File: src/rtl/crt_timing_pkg.sv
package crt_timing_pkg;

  parameter int CNT_W = 12;
  parameter int NUM_AXES = 2;

  typedef struct packed {
    logic [CNT_W-1:0] hTotal;
    logic [CNT_W-1:0] hSyncW;
    logic [CNT_W-1:0] hBlkStart;
    logic [CNT_W-1:0] hBlkEnd;
    logic [CNT_W-1:0] hPre;
    logic [CNT_W-1:0] vTotal;
    logic [CNT_W-1:0] vSyncW;
    logic [CNT_W-1:0] vBlkStart;
    logic [CNT_W-1:0] vBlkEnd;
    logic [CNT_W-1:0] vPre;
    logic             hIntSel;
    logic             vIntSel;
    logic             blankEn;
  } cfg_t;

  typedef struct packed {
    logic hExtLoad;
    logic vExtLoad;
  } strobe_t;

  // True while cnt lies in [startPos, endPos), treating the window as circular.
  function automatic logic inWindow(input logic [CNT_W-1:0] cnt,
                                    input logic [CNT_W-1:0] startPos,
                                    input logic [CNT_W-1:0] endPos);
    if (startPos <= endPos) return (cnt >= startPos) && (cnt < endPos);
    else                    return (cnt >= startPos) || (cnt < endPos);
  endfunction

endpackage

File: src/rtl/crt_timing_ctrl.sv
module crt_timing_ctrl
  import crt_timing_pkg::*;
#(
  parameter cfg_t RST_CFG = '0,
  parameter int   ADDR_W  = 4
) (
  input  logic              clk,
  input  logic              rstN,
  input  logic              wrEn,
  input  logic [ADDR_W-1:0] wrAddr,
  input  logic [CNT_W-1:0]  wrData,
  input  logic              extHsyncN,
  input  logic              extVsyncN,
  input  logic              frameEnd,
  output cfg_t              activeCfg,
  output strobe_t           strb
);

  localparam int CTRL_BITS = 3;

  cfg_t shadowCfg;
  logic unusedCtrlBits;
  assign unusedCtrlBits = ^wrData[CNT_W-1:CTRL_BITS];

  // Shadow register file: written at any time.
  always_ff @(posedge clk) begin
    if (!rstN) begin
      shadowCfg <= RST_CFG;
    end else if (wrEn) begin
      case (wrAddr)
        ADDR_W'(0):  shadowCfg.hTotal    <= wrData;
        ADDR_W'(1):  shadowCfg.hSyncW    <= wrData;
        ADDR_W'(2):  shadowCfg.hBlkStart <= wrData;
        ADDR_W'(3):  shadowCfg.hBlkEnd   <= wrData;
        ADDR_W'(4):  shadowCfg.hPre      <= wrData;
        ADDR_W'(5):  shadowCfg.vTotal    <= wrData;
        ADDR_W'(6):  shadowCfg.vSyncW    <= wrData;
        ADDR_W'(7):  shadowCfg.vBlkStart <= wrData;
        ADDR_W'(8):  shadowCfg.vBlkEnd   <= wrData;
        ADDR_W'(9):  shadowCfg.vPre      <= wrData;
        ADDR_W'(10): begin
          shadowCfg.hIntSel <= wrData[0];
          shadowCfg.vIntSel <= wrData[1];
          shadowCfg.blankEn <= wrData[2];
        end
        default: ;
      endcase
    end
  end

  // Working set: copied only at a frame boundary.
  always_ff @(posedge clk) begin
    if (!rstN)         activeCfg <= RST_CFG;
    else if (frameEnd) activeCfg <= shadowCfg;
  end

  // External sync front end: two-flop synchroniser plus falling-edge detect.
  logic [NUM_AXES-1:0] extIn;
  logic [NUM_AXES-1:0] fallEdge;
  assign extIn = {extVsyncN, extHsyncN};

  for (genvar i = 0; i < NUM_AXES; i++) begin : g_sync
    logic stage1, stage2, stagePrev;
    always_ff @(posedge clk) begin
      if (!rstN) begin
        stage1    <= 1'b1;
        stage2    <= 1'b1;
        stagePrev <= 1'b1;
      end else begin
        stage1    <= extIn[i];
        stage2    <= stage1;
        stagePrev <= stage2;
      end
    end
    assign fallEdge[i] = stagePrev & ~stage2;
  end

  assign strb.hExtLoad = fallEdge[0] & ~activeCfg.hIntSel;
  assign strb.vExtLoad = fallEdge[1] & ~activeCfg.vIntSel;

  // working registers change only at a frame boundary
  a_r10_cfg_hold: assert property (@(posedge clk) disable iff (!rstN)
    !frameEnd |=> $stable(activeCfg));

endmodule

File: src/rtl/crt_timing_dp.sv
module crt_timing_dp
  import crt_timing_pkg::*;
(
  input  logic             clk,
  input  logic             rstN,
  input  cfg_t             cfg,
  input  strobe_t          strb,
  output logic [CNT_W-1:0] hCount,
  output logic [CNT_W-1:0] vCount,
  output logic             hsyncN,
  output logic             hblankN,
  output logic             vsyncN,
  output logic             vblankN,
  output logic             vbStartPulse,
  output logic             frameEnd
);

  logic             hAtEnd, vAtEnd, lineStep, vAdvance;
  logic [CNT_W-1:0] hNext, vNext, hWrapVal, vWrapVal;

  assign hAtEnd   = (hCount == cfg.hTotal - 1'b1);
  assign vAtEnd   = (vCount == cfg.vTotal - 1'b1);
  assign hWrapVal = cfg.hIntSel ? cfg.hPre : '0;
  assign vWrapVal = cfg.vIntSel ? cfg.vPre : '0;
  assign lineStep = hAtEnd | strb.hExtLoad;
  assign vAdvance = lineStep | strb.vExtLoad;
  assign frameEnd = strb.vExtLoad | (lineStep & vAtEnd);

  always_comb begin
    if (strb.hExtLoad)  hNext = cfg.hPre;
    else if (hAtEnd)    hNext = hWrapVal;
    else                hNext = hCount + 1'b1;

    if (strb.vExtLoad)  vNext = cfg.vPre;
    else if (lineStep)  vNext = vAtEnd ? vWrapVal : vCount + 1'b1;
    else                vNext = vCount;
  end

  always_ff @(posedge clk) begin
    if (!rstN) begin
      hCount       <= '0;
      vCount       <= '0;
      vbStartPulse <= 1'b0;
    end else begin
      hCount       <= hNext;
      vCount       <= vNext;
      vbStartPulse <= vAdvance && (vNext == cfg.vBlkStart);
    end
  end

  assign hsyncN  = !(hCount < cfg.hSyncW);
  assign vsyncN  = !(vCount < cfg.vSyncW);
  assign hblankN = cfg.blankEn & ~inWindow(hCount, cfg.hBlkStart, cfg.hBlkEnd);
  assign vblankN = cfg.blankEn & ~inWindow(vCount, cfg.vBlkStart, cfg.vBlkEnd);

  // away from its wrap and with no external load, the line counter steps by one
  a_r1_h_step: assert property (@(posedge clk) disable iff (!rstN)
    (!strb.hExtLoad && !hAtEnd) |=> hCount == CNT_W'($past(hCount) + 1'b1));

  // the line number holds between line steps
  a_r2_v_hold: assert property (@(posedge clk) disable iff (!rstN)
    !(lineStep || strb.vExtLoad) |=> $stable(vCount));

  // an external horizontal load lands on the preload value
  a_r7_h_ext_load: assert property (@(posedge clk) disable iff (!rstN)
    strb.hExtLoad |=> hCount == $past(cfg.hPre));

  // the blank-start pulse lasts a single clock (for lines longer than one clock)
  a_r5_pulse_single: assert property (@(posedge clk) disable iff (!rstN)
    (vbStartPulse && cfg.hTotal > 1) |=> !vbStartPulse);

endmodule

File: src/rtl/crt_timing_gen.sv
module crt_timing_gen
  import crt_timing_pkg::*;
#(
  parameter int ADDR_W          = 4,
  parameter int DEF_H_TOTAL     = 20,
  parameter int DEF_H_SYNC      = 3,
  parameter int DEF_H_BLK_START = 16,
  parameter int DEF_H_BLK_END   = 5,
  parameter int DEF_V_TOTAL     = 10,
  parameter int DEF_V_SYNC      = 2,
  parameter int DEF_V_BLK_START = 8,
  parameter int DEF_V_BLK_END   = 3
) (
  input  logic              clk,
  input  logic              rstN,
  input  logic              regWrEn,
  input  logic [ADDR_W-1:0] regAddr,
  input  logic [CNT_W-1:0]  regWrData,
  input  logic              extHsyncN,
  input  logic              extVsyncN,
  output logic [CNT_W-1:0]  hCount,
  output logic [CNT_W-1:0]  vCount,
  output logic              hsyncN,
  output logic              hblankN,
  output logic              vsyncN,
  output logic              vblankN,
  output logic              vblankStartPulse
);

  localparam cfg_t RST_CFG = '{
    hTotal:    CNT_W'(DEF_H_TOTAL),
    hSyncW:    CNT_W'(DEF_H_SYNC),
    hBlkStart: CNT_W'(DEF_H_BLK_START),
    hBlkEnd:   CNT_W'(DEF_H_BLK_END),
    hPre:      '0,
    vTotal:    CNT_W'(DEF_V_TOTAL),
    vSyncW:    CNT_W'(DEF_V_SYNC),
    vBlkStart: CNT_W'(DEF_V_BLK_START),
    vBlkEnd:   CNT_W'(DEF_V_BLK_END),
    vPre:      '0,
    hIntSel:   1'b1,
    vIntSel:   1'b1,
    blankEn:   1'b1
  };

  cfg_t    activeCfg;
  strobe_t strb;
  logic    frameEnd;

  crt_timing_ctrl #(.RST_CFG(RST_CFG), .ADDR_W(ADDR_W)) u_ctrl (
    .clk       (clk),
    .rstN      (rstN),
    .wrEn      (regWrEn),
    .wrAddr    (regAddr),
    .wrData    (regWrData),
    .extHsyncN (extHsyncN),
    .extVsyncN (extVsyncN),
    .frameEnd  (frameEnd),
    .activeCfg (activeCfg),
    .strb      (strb)
  );

  crt_timing_dp u_dp (
    .clk          (clk),
    .rstN         (rstN),
    .cfg          (activeCfg),
    .strb         (strb),
    .hCount       (hCount),
    .vCount       (vCount),
    .hsyncN       (hsyncN),
    .hblankN      (hblankN),
    .vsyncN       (vsyncN),
    .vblankN      (vblankN),
    .vbStartPulse (vblankStartPulse),
    .frameEnd     (frameEnd)
  );

endmodule

File: config.mk
export PLATFORM = sky130hd
export DESIGN_NAME = crt_timing_gen
export DESIGN_NICKNAME = d
export VERILOG_FILES = /design/src/rtl/crt_timing_pkg.sv /design/src/rtl/crt_timing_ctrl.sv /design/src/rtl/crt_timing_dp.sv /design/src/rtl/crt_timing_gen.sv
export SDC_FILE = /design/constraint.sdc
export NUM_CORES = 1
export LEC_CHECK = 0
export BUFFER_PORTS_ARGS = -buffer_cell sky130_fd_sc_hd__buf_2
export CORE_ASPECT_RATIO = 2
export CORE_MARGIN = 2
export CORE_UTILIZATION = 32
export CTS_BUF_LIST = sky130_fd_sc_hd__clkbuf_16
export CTS_CLUSTER_SIZE = 8
export DETAILED_ROUTE_END_ITERATION = 16
export PLACE_DENSITY = 0.47
export REMOVE_ABC_BUFFERS = 1
export SLEW_MARGIN = 20
export SYNTH_ARGS = -nofsm -noshare
export SYNTH_HDL_FRONTEND = slang
export SYNTH_SLANG_ARGS = --single-unit
export TNS_END_PERCENT = 100
File: constraint.sdc
create_clock -name clk -period 4.3 [get_ports clk]
set_input_delay 0.43 -clock clk [delete_from_list [all_inputs] [get_ports clk]]
set_output_delay 0.43 -clock clk [all_outputs]
set_load 0.01 [all_outputs]
## After elaboration in Yosys (flattened, before gate mapping)

Index checks and enable logic that the tools add are counted.

| storage, ports and cells | value |
|---|---|
| output and inout bits | 29 |
| bits in registers | 277 |

| cells by class | value |
|---|---|
| eq/ne operators | 13 |
| bitwise logic cells | 16 |
| $lt $le $gt $ge | 8 |
| mux-type cells | 9 |
| $add $sub $neg | 4 |
| reductions and logical operators | 19 |

Operators by type and width:

| operator | count |
|---|---|
| $mux W12 | 7 |
| $lt A12 B12 Y1 | 4 |
| $eq A12 B12 Y1 | 3 |
| $add A12 B1 Y12 const B | 2 |
| $ge A12 B12 Y1 | 2 |
| $le A12 B12 Y1 | 2 |
| $sub A12 B1 Y12 const B | 2 |
| $reduce_and A2 Y1 | 11 |
| $eq A4 B3 Y1 const B | 4 |
| $eq A4 B4 Y1 const B | 3 |
| $eq A4 B2 Y1 const B | 2 |
| $and A1 B1 Y1 | 7 |
| $not A1 Y1 | 6 |
| $eq A4 B1 Y1 const B | 1 |
| $logic_not A4 Y1 | 1 |
| $logic_and A1 B1 Y1 | 3 |
| $or A1 B1 Y1 | 3 |
| $logic_not A1 Y1 | 2 |
| $logic_or A1 B1 Y1 | 2 |
| $mux W1 | 2 |

## Logic depth before layout (Yosys ltp)

| logic depth | value |
|---|---|
| depth after elaboration | 8 |
| gate-level depth with buffers | 14 |
| gate-level depth less buffers | 13 |

## Cells and area by module

From an unflattened synthesis, not the netlist that was laid out.

| unflattened totals | value |
|---|---|
| cells, all modules | 1486 |
| area total of the unflattened synthesis | 14184.9 um^2 |

By module, submodules not included:

| module | instances | sequential area each (um^2) | area an instance (um^2) | cells each |
|---|---|---|---|---|
| crt_timing_ctrl | 1 | 5044.8 | 9262.6 | 846 |
| crt_timing_dp | 1 | 500.5 | 4922.2 | 640 |

## Worst setup path after synthesis

Ideal clock, no wire load.

| timing | value |
|---|---|
| path type | reg2reg |
| start point | reg u_ctrl.activeCfg[51] (netlist name) |
| end point | reg u_dp.vbStartPulse |
| data required time | 4.212 ns |
| period minus slack after synthesis | 3.301 ns |
| stages on the path, launching flop included | 14 |
| buffers on the path | 0 |
| data arrival time | 3.213 ns |
| setup slack | 0.999 ns |
| cells stage by stage | dfxtp_1 inv_1 ha_1 o21ba_1 a221oi_1 o211ai_1 or4_4 nor3_4 o221ai_1 a21oi_1 a211oi_1 a2111oi_2 o2111ai_1 nor4_2 |

| on the way | value |
|---|---|
| longest elaborated chain between the ends | 7 |

Ends and longest elaborated chain:

| what | line | text |
|---|---|---|
| $sub A12 B1 Y12 | crt_timing_dp.sv:22 | `assign vAtEnd = (vCount == cfg.vTotal - 1'b1);` |
| $eq A12 B12 Y1 | crt_timing_dp.sv:22 |  |
| $mux W12 (2 in a row) | crt_timing_dp.sv:35 | `else if (lineStep) vNext = vAtEnd ? vWrapVal : vCount + 1'b1;` |
| $mux W12 | crt_timing_dp.sv:34 | `if (strb.vExtLoad) vNext = cfg.vPre;` |
| $eq A12 B12 Y1 | crt_timing_dp.sv:47 | `vbStartPulse <= vAdvance && (vNext == cfg.vBlkStart);` |
| $logic_and A1 B1 Y1 | crt_timing_dp.sv:47 |  |
| to (signal assigned) | crt_timing_dp.sv:47 |  |
| to (decl) | crt_timing_dp.sv:14 | `output logic vbStartPulse,` |

No other way between the ends.
A chain may end at the register's enable or synchronous reset.

## Worst setup path in the final report

| timing | value |
|---|---|
| start point | reg u_dp.vCount[0] |
| end point | out vblankN |

| on the way | value |
|---|---|
| longest elaborated chain between the ends | 5 |
| elaborated cells between the ends (all ways) | 7 |

Ends and longest elaborated chain:

| what | line | text |
|---|---|---|
| from (decl) | crt_timing_dp.sv:9 | `output logic [CNT_W-1:0] vCount,` |
| from (signal assigned) | crt_timing_dp.sv:46 | `vCount <= vNext;` |
| $ge A12 B12 Y1 / $lt A12 B12 Y1 (equally long branches) | crt_timing_pkg.sv:31, crt_timing_pkg.sv:32 |  |
| $logic_or A1 B1 Y1 / $logic_and A1 B1 Y1 (equally long branches) | crt_timing_pkg.sv:32, crt_timing_pkg.sv:31 |  |
| $mux W1 (*) | crt_timing_pkg.sv:31 | `if (startPos <= endPos) return (cnt >= startPos) && (cnt < endPos);` |
| $not A1 Y1 (*) | crt_timing_dp.sv:54 | `assign vblankN = cfg.blankEn & ~inWindow(vCount, cfg.vBlkStart, cfg.vBlkEnd);` |
| $and A1 B1 Y1 (*) | crt_timing_dp.sv:54 |  |
| to (decl) | crt_timing_gen.sv:26 | `output logic vblankN,` |

Mark *: on every way between the ends. The rest lies on a longest branch, timed or not.

==> flow_summary.json <==
{
  "rows": 107,
  "wirelength_um": 41100,
  "layout_commonest_cell": "nand2_1",
  "dieArea_um2": 44500,
  "avgSynthCellArea_um2": 8.08,
  "hold_class": "input pin to register",
  "synth-edff-count": 0,
  "ys.flop_type": "dfxtp_1",
  "setup_violations": 0,
  "period_minus_slack_ns": 3.99,
  "clk_latency_ns": 0.54,
  "worstMarginPinSlew_ns": 0.998,
  "synth_seq_cells": 277,
  "relSlewSlack": 0.333,
  "drc": 0,
  "antenna_found_initial": 0,
  "cts_tree": "yes",
  "fill_cells": 4558,
  "layout_setup_ws_ns": 0.309,
  "cts_resized": 0,
  "numCtsBuffers": 40,
  "routedWlPerCell_um": 18.2,
  "dp_slack_ns": 0.562,
  "port_buffers": 49,
  "clock_path_buffers": 3,
  "finalHoldViolCount": 0,
  "synthArstFlopShare": 0,
  "cts-htree-levels": 2,
  "place_hpwl_um": 27500,
  "drive_gt1_frac": 0.0937,
  "vias": 11400,
  "status": "finished clean",
  "grt_pass1_wl_um": 64800,
  "synth_seq_area_share": 0.406,
  "syn2layout_area_growth_pct": 14.4,
  "first_iter_violations": 641,
  "netlist_instances": 1691,
  "critPathArrivalTime_ns": 3.56,
  "grt_overflow": 0,
  "cap_violations": 0,
  "final_cell_mix": "404 x nand2_1, 277 x dfxtp_1, 191 x a21oi_1, 102 x nor2_1, 96 x ha_1",
  "regArea_um2": 5550,
  "multi_input_area_um2": 7430,
  "grt_pass1_vias": 11100,
  "rsz0062_at_grt": "false",
  "max_freq_mhz": 251,
  "combinationalPowerShare": 0.033,
  "start_util": 0.323,
  "gp_congestion": 0.853,
  "seq_power_share": 0.464,
  "antenna_cells": 0,
  "yosys_warnings": 0,
  "path_max_fanout": 10,
  "clkSinkCount": 277,
  "p_leak_uw": 0.00616,
  "syn-cell-area_um2": 13700,
  "post_cts_buffers": 0,
  "p_clk_frac": 0.502,
  "cts_hold_buf": 0,
  "powerDensity_nw_per_um2": 359,
  "path_class": "register to output pin",
  "drt-pass1-iter-count": 5,
  "switchingPower_uw": 1260,
  "finalCritPeriodShare": 0.928,
  "detail-route-antenna-nets": 0,
  "coreArea_um2": 42300,
  "finClkSkew_ns": 0.0209,
  "pin_count": 50,
  "ys_types": 74,
  "fp.dieH_um": 296,
  "swShare": 0.225,
  "nets": 1833,
  "via_per_inst": 5.03,
  "slew_viol_final": 0,
  "startpoint_type": "register",
  "p_int_uw": 4350,
  "end_kind": "output pin",
  "grt_max_degree": 101,
  "crit_required_ns": 3.87,
  "final_core_util": 0.370,
  "root_buffer": "clkbuf_16",
  "grtUsageTotal": 0.188,
  "ir_drop_mv": 0.271,
  "fp.dieW_um": 150,
  "clk_pin_slew_worst_paths_ns": 0.05
}
power groups by stage:
stage / Combinational (µW) / Clock [µW] / Sequential, µW
2_1_floorplan: 87.6 / 0 / 2650
3_3_place_gp: 190 / 0 / 2660
3_5_place_dp: 191 / 0 / 2660
4_1_cts: 191 / 2910 / 2610
5_1_grt: 206 / 2990 / 2610
6_report: 187 / 2820 / 2610
state kept, by name, summed over array words and instances, names as in the netlist:
signal and cells:
u_ctrl.activeCfg 123, u_ctrl.g_sync.stage1 2, u_ctrl.g_sync.stage2 2, u_ctrl.g_sync.stagePrev 2
u_ctrl.shadowCfg 123, u_dp.hCount 12, u_dp.vCount 12, u_dp.vbStartPulse 1
final timing paths:
path / slack [ns] / endpoint / depth (start not counted) / startpoint
max: 0.31 / vblankN / 14 / u_dp.vCount[0]$_SDFF_PN0_
min: 0.08 / u_ctrl.g_sync[0].stage1$_SDFF_PN1_ / 2 / extHsyncN
min reg2reg: 0.41 / u_ctrl.g_sync[1].stage2$_SDFF_PN1_ / 1 / u_ctrl.g_sync[1].stage1$_SDFF_PN1_
max reg2reg: 0.48 / u_dp.vbStartPulse$_SDFF_PN0_ / 12 / u_ctrl.activeCfg[111]$_SDFFE_PN0P_
cell families after synthesis:
| logic type | after synthesis | synth area share |
|---|---|---|
| and+or+nand+nor | 644 | 0.207 |
| AOI/OAI and AO/OA | 363 | 0.164 |
| DFF | 277 | 0.406 |
| buffers and inverters | 193 | 0.0534 |
| adders and majority gates | 96 | 0.0879 |
| muxes | 68 | 0.0499 |
| xor gates and xnor gates | 50 | 0.0321 |
cells in the mapped netlist (13+ instances only):
cell,n,area share
ha_1,96,0.088
a21oi_1,192,0.070
clkbuf_1,92,0.025
inv_1,86,0.024
xor2_1,21,0.013
nand2b_1,16,0.0073
nand4_1,14,0.0064
mux2i_1,67,0.049
dfxtp_1,277,0.41
nand2_1,404,0.11
nand3_1,33,0.012
a21o_1,41,0.023
a22oi_1,13,0.0071
o21ai_0,24,0.0088
xnor2_1,29,0.019
nor2_1,103,0.028
worst max-delay path: stages, from the launching register on:
cell      delay [ns]
dfxtp_1         0.60
inv_1           0.13
ha_1            0.31
nand2b_1        0.14
a21o_1          0.17
a21o_1          0.17
a21o_1          0.17
a21o_1          0.18
a21o_1          0.19
a21o_1          0.19
a21oi_1         0.15
o21ai_0         0.14
o21ai_0         0.16
and3_1          0.20
buf_2           0.14
stage by stage:
stage,std cells,TNS [ns],hold WS [ns],cell area (µm²),total power [µW]
after global placement,2219,0,0.388,14600,2850
after floorplan,1585,-310.12,0.386,13300,2740
after global routing,2264,0,0.0800,15600,5810
after CTS,2264,0,0.0628,15600,5710
after detailed placement,2219,0,0.395,14600,2850
final,2264,0,0.0815,15600,5620
layout make-up:
cell class,instances,area share
Sequential cell,277,0.355
Clock inverter,3,0.00152
Tap cell,545,0.0436
Timing Repair Buffer,89,0.0365
Inverter,87,0.0212
Clock buffer,42,0.0672
Multi-Input combinational cell,1221,0.475
layer usage:
metal	up-vias	global-route usage	share of wire
met5	-	0	0
met4	0	0.0414	0.015
met3	43	0.0258	0.041
met2	205	0.313	0.47
li1	5753	-	-
met1	5391	0.257	0.48
Power figures use the tool's default switching activity.
